## src/rtl/swallow_div_pkg.sv

```systemverilog
package swallow_div_pkg;

  // Strobes sent from the control to the counter datapath.
  typedef struct packed {
    logic load;  // restart: reload counters from the divide word
    logic step;  // advance the prescaler and counters by one clock
  } divStrobe_t;

endpackage

```

## src/rtl/swallow_div_ctrl.sv

```systemverilog
module swallow_div_ctrl
  import swallow_div_pkg::*;
#(
  parameter int PRE_N = 8,
  parameter int M_W   = 11,
  localparam int A_W  = $clog2(PRE_N),
  localparam int CW   = A_W + M_W
) (
  input  logic          clk,
  input  logic          rst,
  input  logic [CW-1:0] divWord,
  input  logic          lastNow,
  output divStrobe_t    strb,
  output logic          cfgBad,
  output logic          divPulse
);

  logic [A_W-1:0] wordA;
  logic [M_W-1:0] wordM;
  logic           wordBad;

  assign wordA   = divWord[A_W-1:0];
  assign wordM   = divWord[CW-1:A_W];
  assign wordBad = (wordM == '0) || (wordM < M_W'(wordA));

  // A word is taken on reset, at a period end, or every clock while illegal.
  always_comb begin
    strb.load = rst | cfgBad | lastNow;
    strb.step = ~strb.load;
  end

  always_ff @(posedge clk) begin
    if (rst) begin
      cfgBad   <= wordBad;
      divPulse <= 1'b0;
    end else begin
      divPulse <= lastNow & ~cfgBad;
      if (strb.load) cfgBad <= wordBad;
    end
  end

  // pulse is one clock wide
  a_r3_one_clock: assert property (@(posedge clk) disable iff (rst)
    divPulse |=> !divPulse);

  // no pulse follows a cycle that held an illegal word
  a_r5_silent_when_bad: assert property (@(posedge clk) disable iff (rst)
    $past(cfgBad) |-> !divPulse);

endmodule

```

## src/rtl/swallow_div_datapath.sv

```systemverilog
module swallow_div_datapath
  import swallow_div_pkg::*;
#(
  parameter int PRE_N = 8,
  parameter int M_W   = 11,
  localparam int A_W  = $clog2(PRE_N),
  localparam int PC_W = $clog2(PRE_N + 1)
) (
  input  logic           clk,
  input  logic           rst,
  input  divStrobe_t     strb,
  input  logic [A_W-1:0] loadA,
  input  logic [M_W-1:0] loadM,
  input  logic           cfgBad,
  output logic           lastNow
);

  localparam logic [PC_W-1:0] TERM_SLOW = PC_W'(PRE_N);      // modulus N+1
  localparam logic [PC_W-1:0] TERM_FAST = PC_W'(PRE_N - 1);  // modulus N

  logic [PC_W-1:0] preCnt;
  logic [A_W-1:0]  aLeft;
  logic [M_W-1:0]  mLeft;
  logic [PC_W-1:0] preTerm;
  logic            preEnd;

  // Prescaler stays at N+1 while swallow counts remain.
  assign preTerm = (aLeft != '0) ? TERM_SLOW : TERM_FAST;
  assign preEnd  = (preCnt == preTerm);
  assign lastNow = preEnd && (mLeft == M_W'(1));

  always_ff @(posedge clk) begin
    if (strb.load) begin
      preCnt <= '0;
      aLeft  <= loadA;
      mLeft  <= loadM;
    end else if (strb.step) begin
      if (preEnd) begin
        preCnt <= '0;
        if (aLeft != '0) aLeft <= aLeft - 1'b1;
        mLeft <= mLeft - 1'b1;
      end else begin
        preCnt <= preCnt + 1'b1;
      end
    end
  end

  // prescaler never counts past its N+1 terminal value
  a_r2_prescaler_range: assert property (@(posedge clk) disable iff (rst)
    preCnt <= TERM_SLOW);

  // once swallowing is done the prescaler runs at modulus N
  a_r2_fast_after_swallow: assert property (@(posedge clk) disable iff (rst)
    (aLeft == '0) |-> (preCnt <= TERM_FAST));

  // with a legal word the main count never runs out before the swallow count
  a_r1_main_covers_swallow: assert property (@(posedge clk) disable iff (rst)
    !cfgBad |-> (mLeft != '0) && (M_W'(aLeft) <= mLeft));

endmodule

```

## src/rtl/swallow_fb_divider.sv

```systemverilog
module swallow_fb_divider
  import swallow_div_pkg::*;
#(
  parameter int PRE_N = 8,
  parameter int M_W   = 11,
  localparam int A_W  = $clog2(PRE_N),
  localparam int CW   = A_W + M_W
) (
  input  logic          clk,
  input  logic          rst,
  input  logic [CW-1:0] divWord,
  output logic          divPulse,
  output logic          cfgErr
);

  divStrobe_t strb;
  logic       lastNow;
  logic       cfgBad;

  swallow_div_ctrl #(.PRE_N(PRE_N), .M_W(M_W)) u_ctrl (
    .clk      (clk),
    .rst      (rst),
    .divWord  (divWord),
    .lastNow  (lastNow),
    .strb     (strb),
    .cfgBad   (cfgBad),
    .divPulse (divPulse)
  );

  swallow_div_datapath #(.PRE_N(PRE_N), .M_W(M_W)) u_dp (
    .clk     (clk),
    .rst     (rst),
    .strb    (strb),
    .loadA   (divWord[A_W-1:0]),
    .loadM   (divWord[CW-1:A_W]),
    .cfgBad  (cfgBad),
    .lastNow (lastNow)
  );

  assign cfgErr = cfgBad;

endmodule

```

## config.mk

```make
export PLATFORM = sky130hd
export DESIGN_NAME = swallow_fb_divider
export DESIGN_NICKNAME = d
export VERILOG_FILES = /design/src/rtl/swallow_div_pkg.sv /design/src/rtl/swallow_div_ctrl.sv /design/src/rtl/swallow_div_datapath.sv /design/src/rtl/swallow_fb_divider.sv
export SDC_FILE = /design/constraint.sdc
export NUM_CORES = 1
export LEC_CHECK = 0
export BUFFER_PORTS_ARGS = -buffer_cell sky130_fd_sc_hd__buf_4
export CORE_UTILIZATION = 59
export DETAILED_ROUTE_END_ITERATION = 8
export PLACE_DENSITY_LB_ADDON = 0.3
export SLEW_MARGIN = 10
export SYNTH_ARGS = -nofsm -noshare
export SYNTH_HDL_FRONTEND = slang
export SYNTH_SLANG_ARGS = --single-unit
```

## constraint.sdc

```tcl
create_clock -name clk -period 8.6 [get_ports clk]
set_clock_uncertainty 0.2 [all_clocks]
set_input_delay 0.43 -clock clk [delete_from_list [all_inputs] [get_ports clk]]
set_output_delay 0.43 -clock clk [all_outputs]
set_load 0.02 [all_outputs]
```

## Word-level counts from Yosys, hierarchy flattened

Cells that the tools add are included.

| storage, ports and cells | value |
|---|---|
| bits in registers | 20 |
| output and inout bits | 2 |
| word-level logic and storage cells | 32 |

| cells by class | value |
|---|---|
| add/sub/neg operators | 3 |
| $lt $le $gt $ge | 1 |
| eq/ne operators | 2 |
| mux-type cells | 8 |
| bitwise logic cells | 4 |
| reduce and logical (&&, ||, !) cells | 9 |

Operators by type and width:

| operator | count |
|---|---|
| $mux W11 | 2 |
| $eq A11 B1 Y1 const B | 1 |
| $logic_not A11 Y1 | 1 |
| $lt A11 B3 Y1 | 1 |
| $sub A11 B1 Y11 const B | 1 |
| $mux W3 | 3 |
| $reduce_bool A2 Y1 | 3 |
| $add A4 B1 Y4 const B | 1 |
| $eq A4 B4 Y1 | 1 |
| $mux W4 | 1 |
| $reduce_bool A3 Y1 | 1 |
| $sub A3 B1 Y3 const B | 1 |
| $mux W1 | 2 |
| $or A1 B1 Y1 | 2 |
| $reduce_and A2 Y1 | 1 |
| $reduce_or A2 Y1 | 1 |
| $and A1 B1 Y1 | 1 |
| $logic_and A1 B1 Y1 | 1 |
| $logic_or A1 B1 Y1 | 1 |
| $not A1 Y1 | 1 |

## Longest topological paths before layout

Gate-level depths: netlist (run 1).

| logic depth | value |
|---|---|
| word-level depth | 7 |
| mapped depth | 8 |
| depth with buffers taken out | 7 |

## By module

Synthesis (run 1) repeated with hierarchy kept, for this count alone.

| unflattened totals | value |
|---|---|
| cell total of the unflattened synthesis | 126 |
| area, all modules | 1226.2 µm² |

Modules (own cells, without submodules):

| module | times used | cells each | area each (µm²) | seq. area each (µm²) |
|---|---|---|---|---|
| swallow_div_datapath | 1 | 107 | 1073.5 | 500.5 |
| swallow_div_ctrl | 1 | 19 | 152.6 | 50.0 |

## Worst setup path before layout (run 1)

No wires, ideal clock.

| path | value |
|---|---|
| path kind | register to register |
| start | register u_dp.aLeft[0] |
| end | register u_dp.aLeft[0], enable pin |
| library setup time | 0.347 ns |
| data arrival time | 2.241 ns |
| setup slack | 5.812 ns |
| cell stages (with the launch flop) | 8 |
| buffers on the path | 0 |
| clock period less this slack | 2.788 ns |
| path through | edfxtp_1 -> inv_1 -> ha_1 -> ha_1 -> or4b_1 -> o32ai_2 -> nand2b_1 -> a21boi_0 |

| between the ends | value |
|---|---|
| word-level cells in the longest chain between the ends | 7 |
| elaborated cells on any way between the ends | 8 |

RTL lines:

| element | line | RTL |
|---|---|---|
| start, declared | swallow_div_datapath.sv:22 | `logic [A_W-1:0] aLeft;` |
| start signal, assigned | swallow_div_datapath.sv:35 | `aLeft <= loadA;` |
| start signal, assigned | swallow_div_datapath.sv:40 | `if (aLeft != '0) aLeft <= aLeft - 1'b1;` |
| $reduce_bool A3 Y1 * | swallow_div_datapath.sv:28, swallow_div_datapath.sv:40 |  |
| $mux W4 | swallow_div_datapath.sv:28 | `assign preTerm = (aLeft != '0) ? TERM_SLOW : TERM_FAST;` |
| $eq A4 B4 Y1 | swallow_div_datapath.sv:29 | `assign preEnd = (preCnt == preTerm);` |
| $logic_and A1 B1 Y1 | swallow_div_datapath.sv:30 | `assign lastNow = preEnd && (mLeft == M_W'(1));` |
| $or A1 B1 Y1 | swallow_div_ctrl.sv:28 | `strb.load = rst \| cfgBad \| lastNow;` |
| $reduce_bool A2 Y1 (no source line) | - |  |
| $reduce_and A2 Y1 (no source line) * | - |  |

Mark *: on every way between the ends. The rest lies on a longest branch, timed or not.
A chain may end at the register's enable or synchronous reset.

## Worst setup path in the final report (run 1)

| path | value |
|---|---|
| start | register u_dp.aLeft[0] |
| end | register u_dp.aLeft[2], enable pin |

The elaborated chain is that of the path after synthesis.

==> out/metrics.cfg, run 1 <==
[outcome]
status = finished, final reports clean

[synthesis]
yosysTopAreaCell = edfxtp_1
synthCells = 99
syn_nets = 122
yosysSeqAreaShare_pct = 46.3
ys.flop_type = edfxtp_1
avgSynthCellArea_sq_um = 12.0
synth_area_leaders = edfxtp_1, dfxtp_1, ha_1
post_synth_num_cell_types = 29
synth_top_cell_area_share_pct = 37.9
ys_ff_latch = 20
ys_warn_count = 0
synth_commonest_cells = edfxtp_1, inv_1, nor2_1
synth-async-reset-ratio_pct = 0
synth-edff-count = 15
netlist_area_sq_um = 1190
synth_most_common_cell = edfxtp_1

[worst_setup_path]
r2r_setup_slack_ns = 5.40
critical_path_arrival_ns = 2.97
cp_max_fo = 16
required_ns = 8.37
end_kind = register
worstSetupPathType = register to register
r2r_end = u_dp.aLeft[2]$_DFFE_PP_
rr_startpoint = u_dp.aLeft[0]$_DFFE_PP_
start_kind = register
r2r_cells = 7

[power_and_ir_drop]
pwr-share-clk_pct = 29.4
p_sw_uw = 58.7
vdd_drop_max_v = 0.000119
pwr-share-seq_pct = 52.8
total_leakage_power_uw = 0.000595
p_per_area_nw_per_um2 = 167
p_sw_share_pct = 25.4
p_comb_share_pct = 17.8
finalPower_uw = 231
p_int_uw = 172

[placement]
portBuffers = 17
gp_congestion = 0.807
pre_cts_ws_ns = 5.42
dp_hpwl_microns = 1640

[grt]
track_usage_pct = 23.9
grt_overflow = 0
first_global_vias = 770
grt_pass1_wl_microns = 3440
antenna_found_initial = 0
grt_max_degree = 17

[cts]
clock-sinks = 20
clock_path_buffers = 2
clkTransAtPathRegs_ns = 0.12
cts_tree = yes
ctsHoldBuffers = 0
htree_num_levels = 1
clock_latency_ns = 0.31
cts_root_buf = clkbuf_4
post-cts-setup-buffers = 0
cts_resized = 0
cts_buffers = 3

[timing]
fmax_mhz = 313
setup_ws_ns = 5.40
final-hold-violation-count = 0
finalCriticalPeriod_ns = 3.20
slew_headroom_pct = 32.8
fin_tns_setup_ns = 0
worst_pin_slew_ns = 1.01
fin_hold_ws_ns = 0.220
finalSetupViolations = 0
slew_violations = 0
rsz0062_at_grt = no
period_share_pct = 37.2

[floorplan]
fp.dieArea_sq_um = 2200
io_pins = 18
fp-row-count = 15
initial_core_util_pct = 66.0
fp.dieW_microns = 46.9
die_height_microns = 46.9
core_area_sq_um = 1800

[hold_path]
worstHoldStart = divWord[12]
min_path_cells = 2
holdPathEnd = u_dp.mLeft[9]$_DFFE_PP_
hold_class = input pin to register

[finish]
nNetsFinal = 143
antennaDiodeCount = 0
drive_gt1_share_pct = 28.6
area_growth_pct = 16.4

[route]
initialDrtViolationCount = 13
antenna_left = 0
wl_met1_microns = 987
drt-total-wl_microns = 2250
vias = 809
avgRoutedWirePerCell_microns = 15.6
via_per_inst = 5.62
first_pass_iters = 4
top_layer = met4
drc = 0
wl_met2_microns = 1170
wl_met3_microns = 51

[flow_run]
max_cap_viol_count = 0

metal layers:
| metal | vias up | global-route usage [%] |
|---|---|---|
| met3 | 5 | 3.46 |
| met2 | 17 | 43.1 |
| met1 | 393 | 26.8 |
| li1 | 394 | - |
| met4 | 0 | 13.7 |
| met5 | - | 0 |
flip-flops by register name, indices dropped and copies added, names as in the netlist:
register,cells
u_dp.aLeft,3
u_dp.mLeft,11
u_ctrl.cfgBad,1
u_ctrl.divPulse,1
u_dp.preCnt,4
placed cells by master, fill, tap and decap left out, drive strengths merged, types with 2 or more instances in the layout:
cell    instances
nor2            9
nor3            4
nor4            2
buf            17
mux2           11
dfxtp           5
ha              7
mux2i           3
xnor2           8
xor2            3
inv            11
edfxtp         15
nand3           3
clkbuf          4
nand2           2
nand2b          2
worst max-delay path, stage by stage (launching register included):
cell and delay [ns]:
edfxtp_1 0.34, inv_1 0.05, ha_1 0.20, ha_1 0.22, or4b_1 0.49, o32ai_2 0.23
nand2b_1 0.63, a21boi_0 0.49
power groups by stage:
stage	sequential [uW]	combinational [uW]	clock, uW
floorplan	122	28.2	0
global placement	123	39.2	0
detailed placement	124	40.6	0
CTS	122	41.2	67.2
global route	123	45.6	70.1
finish	122	41.0	67.9
cell families after synthesis:
| group | Yosys count | synth area share, % |
|---|---|---|
| buf+inv | 12 | 4.42 |
| mux | 14 | 14.5 |
| simple gates | 29 | 13.2 |
| xor+xnor | 11 | 8.10 |
| flops | 20 | 46.3 |
| fa+ha+maj | 7 | 7.36 |
| compound gates | 6 | 6.10 |
final cells by class:
| class | count | area [sq um] |
|---|---|---|
| timing repair buffer | 17 | 128 |
| tap | 25 | 31.3 |
| multi-input combinational | 67 | 587 |
| sequential | 20 | 551 |
| clock buffer | 4 | 47.5 |
| inverter | 11 | 41.3 |
| fill | 129 | 417 |
how the worst max path moves through the flow:
stage                            start                       to  depth (start not counted)
2_1_floorplan  u_dp.aLeft[0]$_DFFE_PP_  u_dp.aLeft[0]$_DFFE_PP_                          7
3_3_place_gp   u_dp.aLeft[0]$_DFFE_PP_  u_dp.aLeft[0]$_DFFE_PP_                          7
3_5_place_dp   u_dp.aLeft[0]$_DFFE_PP_  u_dp.aLeft[1]$_DFFE_PP_                          7
4_1_cts        u_dp.aLeft[0]$_DFFE_PP_  u_dp.aLeft[2]$_DFFE_PP_                          7
5_1_grt        u_dp.aLeft[0]$_DFFE_PP_  u_dp.aLeft[2]$_DFFE_PP_                          7
6_report       u_dp.aLeft[0]$_DFFE_PP_  u_dp.aLeft[2]$_DFFE_PP_                          7
per-stage QoR:
stage / cell area, sq um / cells / util (%)
6_report: 1390 / 144 / 76.9
5_1_grt: 1390 / 144 / 76.9
4_1_cts: 1390 / 144 / 76.9
3_5_place_dp: 1340 / 140 / 74.2
3_3_place_gp: 1340 / 140 / 74.2
2_1_floorplan: 1190 / 99 / -
(Power assumes the default switching activity.)
==> run 2, diff against run 1 <==
- CORE_UTILIZATION: 59 -> 50
- clock period: 8.6 -> 2.61 ns (I/O delays scaled with it)
==> out/metrics.cfg, run 2 (synthesis results as in run 1) <==
[outcome]
status = finished, final reports clean  ; unchanged

[grt]
grt_overflow = 0  ; unchanged
track_usage_pct = 19.9  ; was 23.9%
first_global_vias = 899  ; was 770
grt_pass1_wl_microns = 3670  ; was 3440 microns
grt_max_degree = 16  ; was 17
antenna_found_initial = 0  ; unchanged

[cts]
clkTransAtPathRegs_ns = 0.11  ; was 0.12 ns
cts_root_buf = clkbuf_4  ; unchanged
cts_buffers = 3  ; unchanged
clock_latency_ns = 0.30  ; was 0.31 ns
clock-sinks = 20  ; unchanged
cts_tree = yes  ; unchanged
htree_num_levels = 1  ; unchanged
clock_path_buffers = 2  ; unchanged

[power_and_ir_drop]
p_per_area_nw_per_um2 = 465  ; was 167 nW/um^2
pwr-share-seq_pct = 53.4  ; was 52.8%
p_comb_share_pct = 22.3  ; was 17.8%
vdd_drop_max_v = 0.000415  ; was 0.000119 V
p_sw_share_pct = 25.0  ; was 25.4%
p_int_uw = 561  ; was 172 uW
p_sw_uw = 187  ; was 58.7 uW
total_leakage_power_uw = 0.000692  ; was 0.000595 uW
pwr-share-clk_pct = 24.3  ; was 29.4%

[timing]
slew_headroom_pct = 74.5  ; was 32.8%
setup_ws_ns = 0.0887  ; was 5.40 ns
final-hold-violation-count = 0  ; unchanged
slew_violations = 0  ; unchanged
rsz0062_at_grt = no  ; unchanged
fmax_mhz = 397  ; was 313 MHz
finalCriticalPeriod_ns = 2.52  ; was 3.20 ns
finalSetupViolations = 0  ; unchanged
period_share_pct = 96.6  ; was 37.2%
worst_pin_slew_ns = 0.380  ; was 1.01 ns
fin_tns_setup_ns = 0  ; unchanged

[hold_path]
hold_class = input pin to register  ; unchanged

[finish]
antennaDiodeCount = 0  ; unchanged
top_regs = u_dp.mLeft x11, u_dp.preCnt x4, u_dp.aLeft x3  ; unchanged
nNetsFinal = 163  ; was 143
final_cell_mix = buf_4, edfxtp_1, dlygate4sd3_1  ; was buf_4, edfxtp_1, inv_1
largest_register_ffs = 11  ; unchanged
largest_register = u_dp.mLeft  ; unchanged
layout.cells.most_common = buf_4  ; unchanged
final_cell_area_sq_um = 1610  ; was 1390 sq um
n_fill_cell = 151  ; was 129
drive_gt1_share_pct = 31.7  ; was 28.6%
area_growth_pct = 35.0  ; was 16.4%

[route]
wl_met3_microns = 50  ; was 51 microns
avgRoutedWirePerCell_microns = 13.1  ; was 15.6 microns
vias = 846  ; was 809
top_layer = met4  ; unchanged
wl_met1_microns = 1000  ; was 987 microns
wl_met2_microns = 1090  ; was 1170 microns
antenna_left = 0  ; unchanged
drc = 0  ; unchanged
drt-total-wl_microns = 2190  ; was 2250 microns
first_pass_iters = 3  ; was 4
initialDrtViolationCount = 2  ; was 13
via_per_inst = 5.07  ; was 5.62

[floorplan]
initial_core_util_pct = 53.3  ; was 66.0%
fp-row-count = 17  ; was 15
fp.dieW_microns = 50.8  ; was 46.9 microns
die_height_microns = 50.8  ; was 46.9 microns
fp.dieArea_sq_um = 2580  ; was 2200 sq um
core_area_sq_um = 2230  ; was 1800 sq um
io_pins = 18  ; unchanged

[flow_run]
max_cap_viol_count = 0  ; unchanged

[worst_setup_path]
worstSetupPathType = register to register  ; unchanged
required_ns = 2.48  ; was 8.37 ns
critical_path_arrival_ns = 2.39  ; was 2.97 ns
max_stage_delay_ns = 0.50  ; was 0.63 ns
cp_slowest_cell = or4b_4  ; was nand2b_1
start_kind = register  ; unchanged
cp_cell_sequence = inv_1 -> ha_1 -> ha_2 -> or4b_4 -> o32ai_4 -> a311oi_4 -> buf_12 -> mux2_4  ; was inv_1 -> ha_1 -> ha_1 -> or4b_1 -> o32ai_2 -> nand2b_1 -> a21boi_0
cp_max_fo = 13  ; was 16
end_kind = register  ; unchanged

[placement]
portBuffers = 17  ; unchanged
gp_congestion = 0.755  ; was 0.807
dpl_cell_area_sq_um = 1370  ; was 1340 sq um
pre_cts_ws_ns = -0.138  ; was 5.42 ns
dp_hpwl_microns = 1520  ; was 1640 microns

run 2: power groups by stage:
stage	Clock (uW)	Combinational [uW]	Sequential, uW
2_1_floorplan	0	93.5	402
3_3_place_gp	0	136	404
3_5_place_dp	0	141	406
4_1_cts	187	164	398
5_1_grt	200	184	403
6_report	182	167	399
run 2: worst max-delay path: cells and delay by family (launching register included):
kind                     cells  cell delay, ns
AND/OR/NAND/NOR              1            0.50
flip-flops                   1            0.35
adder cells (fa/ha/maj)      2            0.39
AO/OA/AOI/OAI                2            0.33
buffers and inverters        2            0.23
multiplexers                 1            0.29
run 2: through the flow:
step	hold slack, ns	utilization (%)	total power, uW	cells
floorplan	0.148	-	495	99
detailed placement	0.251	61.5	546	147
global route	0.00350	71.9	786	167
finish	0.0167	71.9	747	167
CTS	0.0128	70.8	749	167
global placement	0.243	61.5	540	147
run 2: area by class of cell:
cell class	count	area, sq um	area share (%)
clock buffers	4	36.3	2.26
inverters	11	41.3	2.57
multi-input cells	67	618	38.5
flip-flops and latches	20	551	34.3
well taps	28	35.0	2.18
repair buffers	37	325	20.2
run 2: repair_timing:
action / CTS / global route
setup endpoints to repair: 16 / 16
gates resized for setup: 1 / 4
endpoints found under the hold margin: 14 / 0
pin swaps: 1 / 2
hold buffers: 14 / 0
buffers inserted: 2 / 0
run 2: path summary, 6_finish.rpt:
kind,startpoint,to,slack [ns],cells past startpoint
setup / recovery,u_dp.aLeft[0]$_DFFE_PP_,u_dp.mLeft[7]$_DFFE_PP_,0.09,8
hold / removal,rst,u_ctrl.divPulse$_SDFF_PP0_,0.02,3
setup reg to reg,u_dp.aLeft[0]$_DFFE_PP_,u_dp.mLeft[7]$_DFFE_PP_,0.09,8
hold reg to reg,u_dp.preCnt[0]$_SDFF_PP0_,u_dp.preCnt[0]$_SDFF_PP0_,0.31,1
run 2: per-layer routing:
metal  vias to the layer above  global-route usage (%)
met5                         -                       0
met1                       394                    22.7
met3                         5                    3.64
met2                        15                    34.9
li1                        432                       -
met4                         0                    10.6
==> run 3, diff against run 2 <==
- RECOVER_POWER: not set -> 25
==> out/metrics.cfg, run 3 (synthesis results as in run 1) <==
[grt]
first_global_vias = 899  ; unchanged
grt_pass1_wl_microns = 3670  ; unchanged
grt_max_degree = 16  ; unchanged
track_usage_pct = 19.9  ; unchanged
grt_overflow = 0  ; unchanged
antenna_found_initial = 0  ; unchanged

[finish]
drive_gt1_share_pct = 30.2  ; was 31.7%
final_util_pct = 71.6  ; was 71.9%
largest_register_ffs = 11  ; unchanged
top_regs = u_dp.mLeft x11, u_dp.preCnt x4, u_dp.aLeft x3  ; unchanged
final_cell_mix = buf_4, edfxtp_1, dlygate4sd3_1  ; unchanged
antennaDiodeCount = 0  ; unchanged
layout.cells.most_common = buf_4  ; unchanged
nNetsFinal = 163  ; unchanged
fin_cells = 167  ; unchanged
largest_register = u_dp.mLeft  ; unchanged
n_fill_cell = 152  ; was 151
area_growth_pct = 34.4  ; was 35.0%

[worst_setup_path]
worstSetupEndpoint = u_dp.mLeft[7]$_DFFE_PP_  ; unchanged
crit_buf_inv = 2  ; unchanged
r2r_cells = 8  ; unchanged
crit_path_start = u_dp.aLeft[0]$_DFFE_PP_  ; unchanged
cp_cell_sequence = inv_1 -> ha_1 -> ha_2 -> or4b_4 -> o32ai_4 -> a311oi_4 -> buf_12 -> mux2_4  ; unchanged
max_stage_delay_ns = 0.50  ; about the same
start_kind = register  ; unchanged
rr_startpoint = u_dp.aLeft[0]$_DFFE_PP_  ; unchanged
worstSetupPathType = register to register  ; unchanged
r2r_setup_slack_ns = 0.09  ; about the same
end_kind = register  ; unchanged
critical_path_arrival_ns = 2.39  ; about the same
cp_slowest_cell = or4b_4  ; unchanged
required_ns = 2.48  ; about the same
r2r_end = u_dp.mLeft[7]$_DFFE_PP_  ; unchanged
cp_max_fo = 13  ; unchanged
crit_family = simple AND/OR/NAND/NOR gates  ; unchanged
worst-path-stages = 8  ; unchanged

[power_and_ir_drop]
p_comb_share_pct = 22.3  ; about the same
vdd_drop_max_v = 0.000414  ; was 0.000415 V
p_sw_uw = 186  ; was 187 uW
total_leakage_power_uw = 0.000684  ; was 0.000692 uW
pwr-share-seq_pct = 53.4  ; about the same
pwr-share-clk_pct = 24.3  ; about the same
p_int_uw = 560  ; was 561 uW
p_per_area_nw_per_um2 = 467  ; was 465 nW/um^2
p_sw_share_pct = 25.0  ; about the same

[route]
antenna_left = 0  ; unchanged
initialDrtViolationCount = 2  ; unchanged
first_pass_iters = 3  ; unchanged
drc = 0  ; unchanged
via_per_inst = 5.07  ; unchanged
avgRoutedWirePerCell_microns = 13.1  ; about the same
vias = 846  ; unchanged
drt-total-wl_microns = 2190  ; about the same

[cts]
cts_buffers = 3  ; unchanged
clkTransAtPathRegs_ns = 0.11  ; about the same
clock_latency_ns = 0.30  ; about the same
cts_tree = yes  ; unchanged
htree_num_levels = 1  ; unchanged
clock_path_buffers = 2  ; unchanged
clock-sinks = 20  ; unchanged
cts_root_buf = clkbuf_4  ; unchanged

[hold_path]
hold_class = input pin to register  ; unchanged
worstHoldStart = rst  ; unchanged

[timing]
slew_headroom_pct = 74.5  ; unchanged
period_share_pct = 96.6  ; about the same
fin_tns_setup_ns = 0  ; unchanged
rsz0062_at_grt = no  ; unchanged
slew_violations = 0  ; unchanged
worst_pin_slew_ns = 0.380  ; unchanged
finalCriticalPeriod_ns = 2.52  ; about the same
final-hold-violation-count = 0  ; unchanged
fmax_mhz = 397  ; about the same
fin_hold_ws_ns = 0.0168  ; was 0.0167 ns
finalSetupViolations = 0  ; unchanged

[flow_run]
max_cap_viol_count = 0  ; unchanged

[placement]
dp_hpwl_microns = 1520  ; unchanged
portBuffers = 17  ; unchanged
dpl.cell_count = 147  ; unchanged
gp_congestion = 0.755  ; unchanged

[floorplan]
fp.dieArea_sq_um = 2580  ; unchanged
initial_core_util_pct = 53.3  ; unchanged
fp.dieW_microns = 50.8  ; unchanged
die_height_microns = 50.8  ; unchanged
fp-row-count = 17  ; unchanged
io_pins = 18  ; unchanged
core_area_sq_um = 2230  ; unchanged

[outcome]
status = finished, final reports clean  ; unchanged

-- run 3: final cells by class --
cell class	instances	area [sq um]	share of cell area (%)
well taps	28	35.0	2.19
repair buffers	37	318	19.9
inverters	11	41.3	2.58
clock buffers	4	36.3	2.27
flip-flops and latches	20	551	34.4
multi-input cells	67	618	38.7
-- run 3: repair_timing --
action | CTS | global route
gates resized for setup | 1 | 4
endpoints found under the hold margin | 14 | 0
pin swaps | 1 | 2
buffers inserted | 2 | 0
endpoints found under the setup margin | 16 | 16
hold buffers | 14 | 0
-- run 3: worst min-delay path by stage --
stage / end / slack (ns) / cells past startpoint
final: u_ctrl.divPulse$_SDFF_PP0_ / 0.02 / 3
after global routing: u_ctrl.divPulse$_SDFF_PP0_ / 0.004 / 3
after CTS: u_ctrl.divPulse$_SDFF_PP0_ / 0.01 / 3
after detailed placement: u_dp.mLeft[9]$_DFFE_PP_ / 0.25 / 2
after global placement: u_dp.mLeft[4]$_DFFE_PP_ / 0.24 / 2
after floorplan: u_dp.mLeft[5]$_DFFE_PP_ / 0.15 / 1
-- run 3: stage by stage --
step / setup slack, ns / cell area (sq um) / total power, uW
after floorplan: 0.0488 / 1190 / 495
after global placement: -0.0230 / 1370 / 540
after detailed placement: -0.138 / 1370 / 546
after CTS: 0.00901 / 1580 / 749
after global routing: 0.00167 / 1600 / 786
final: 0.0889 / 1600 / 747
-- run 3: tightest hold or removal path, stage by stage --
cell	delay, ns
buf_4	0.10
nor2_1	0.05
and4_1	0.19
-- run 3: metal layers --
metal,GRT usage [%],part of all wire [%],wire length [microns],vias to the layer above
met5,0,0,0,-
met4,10.6,2.0,44,0
met3,3.64,2.4,52,5
met2,34.9,50,1090,15
met1,22.7,46,999,394
li1,-,-,-,432
-- run 3: power by group through the flow --
| stage | registers, uW | clock network (uW) | logic [uW] |
|---|---|---|---|
| 2_1_floorplan | 402 | 0 | 93.5 |
| 3_3_place_gp | 404 | 0 | 136 |
| 3_5_place_dp | 406 | 0 | 141 |
| 4_1_cts | 398 | 187 | 164 |
| 5_1_grt | 403 | 200 | 183 |
| 6_report | 399 | 182 | 166 |
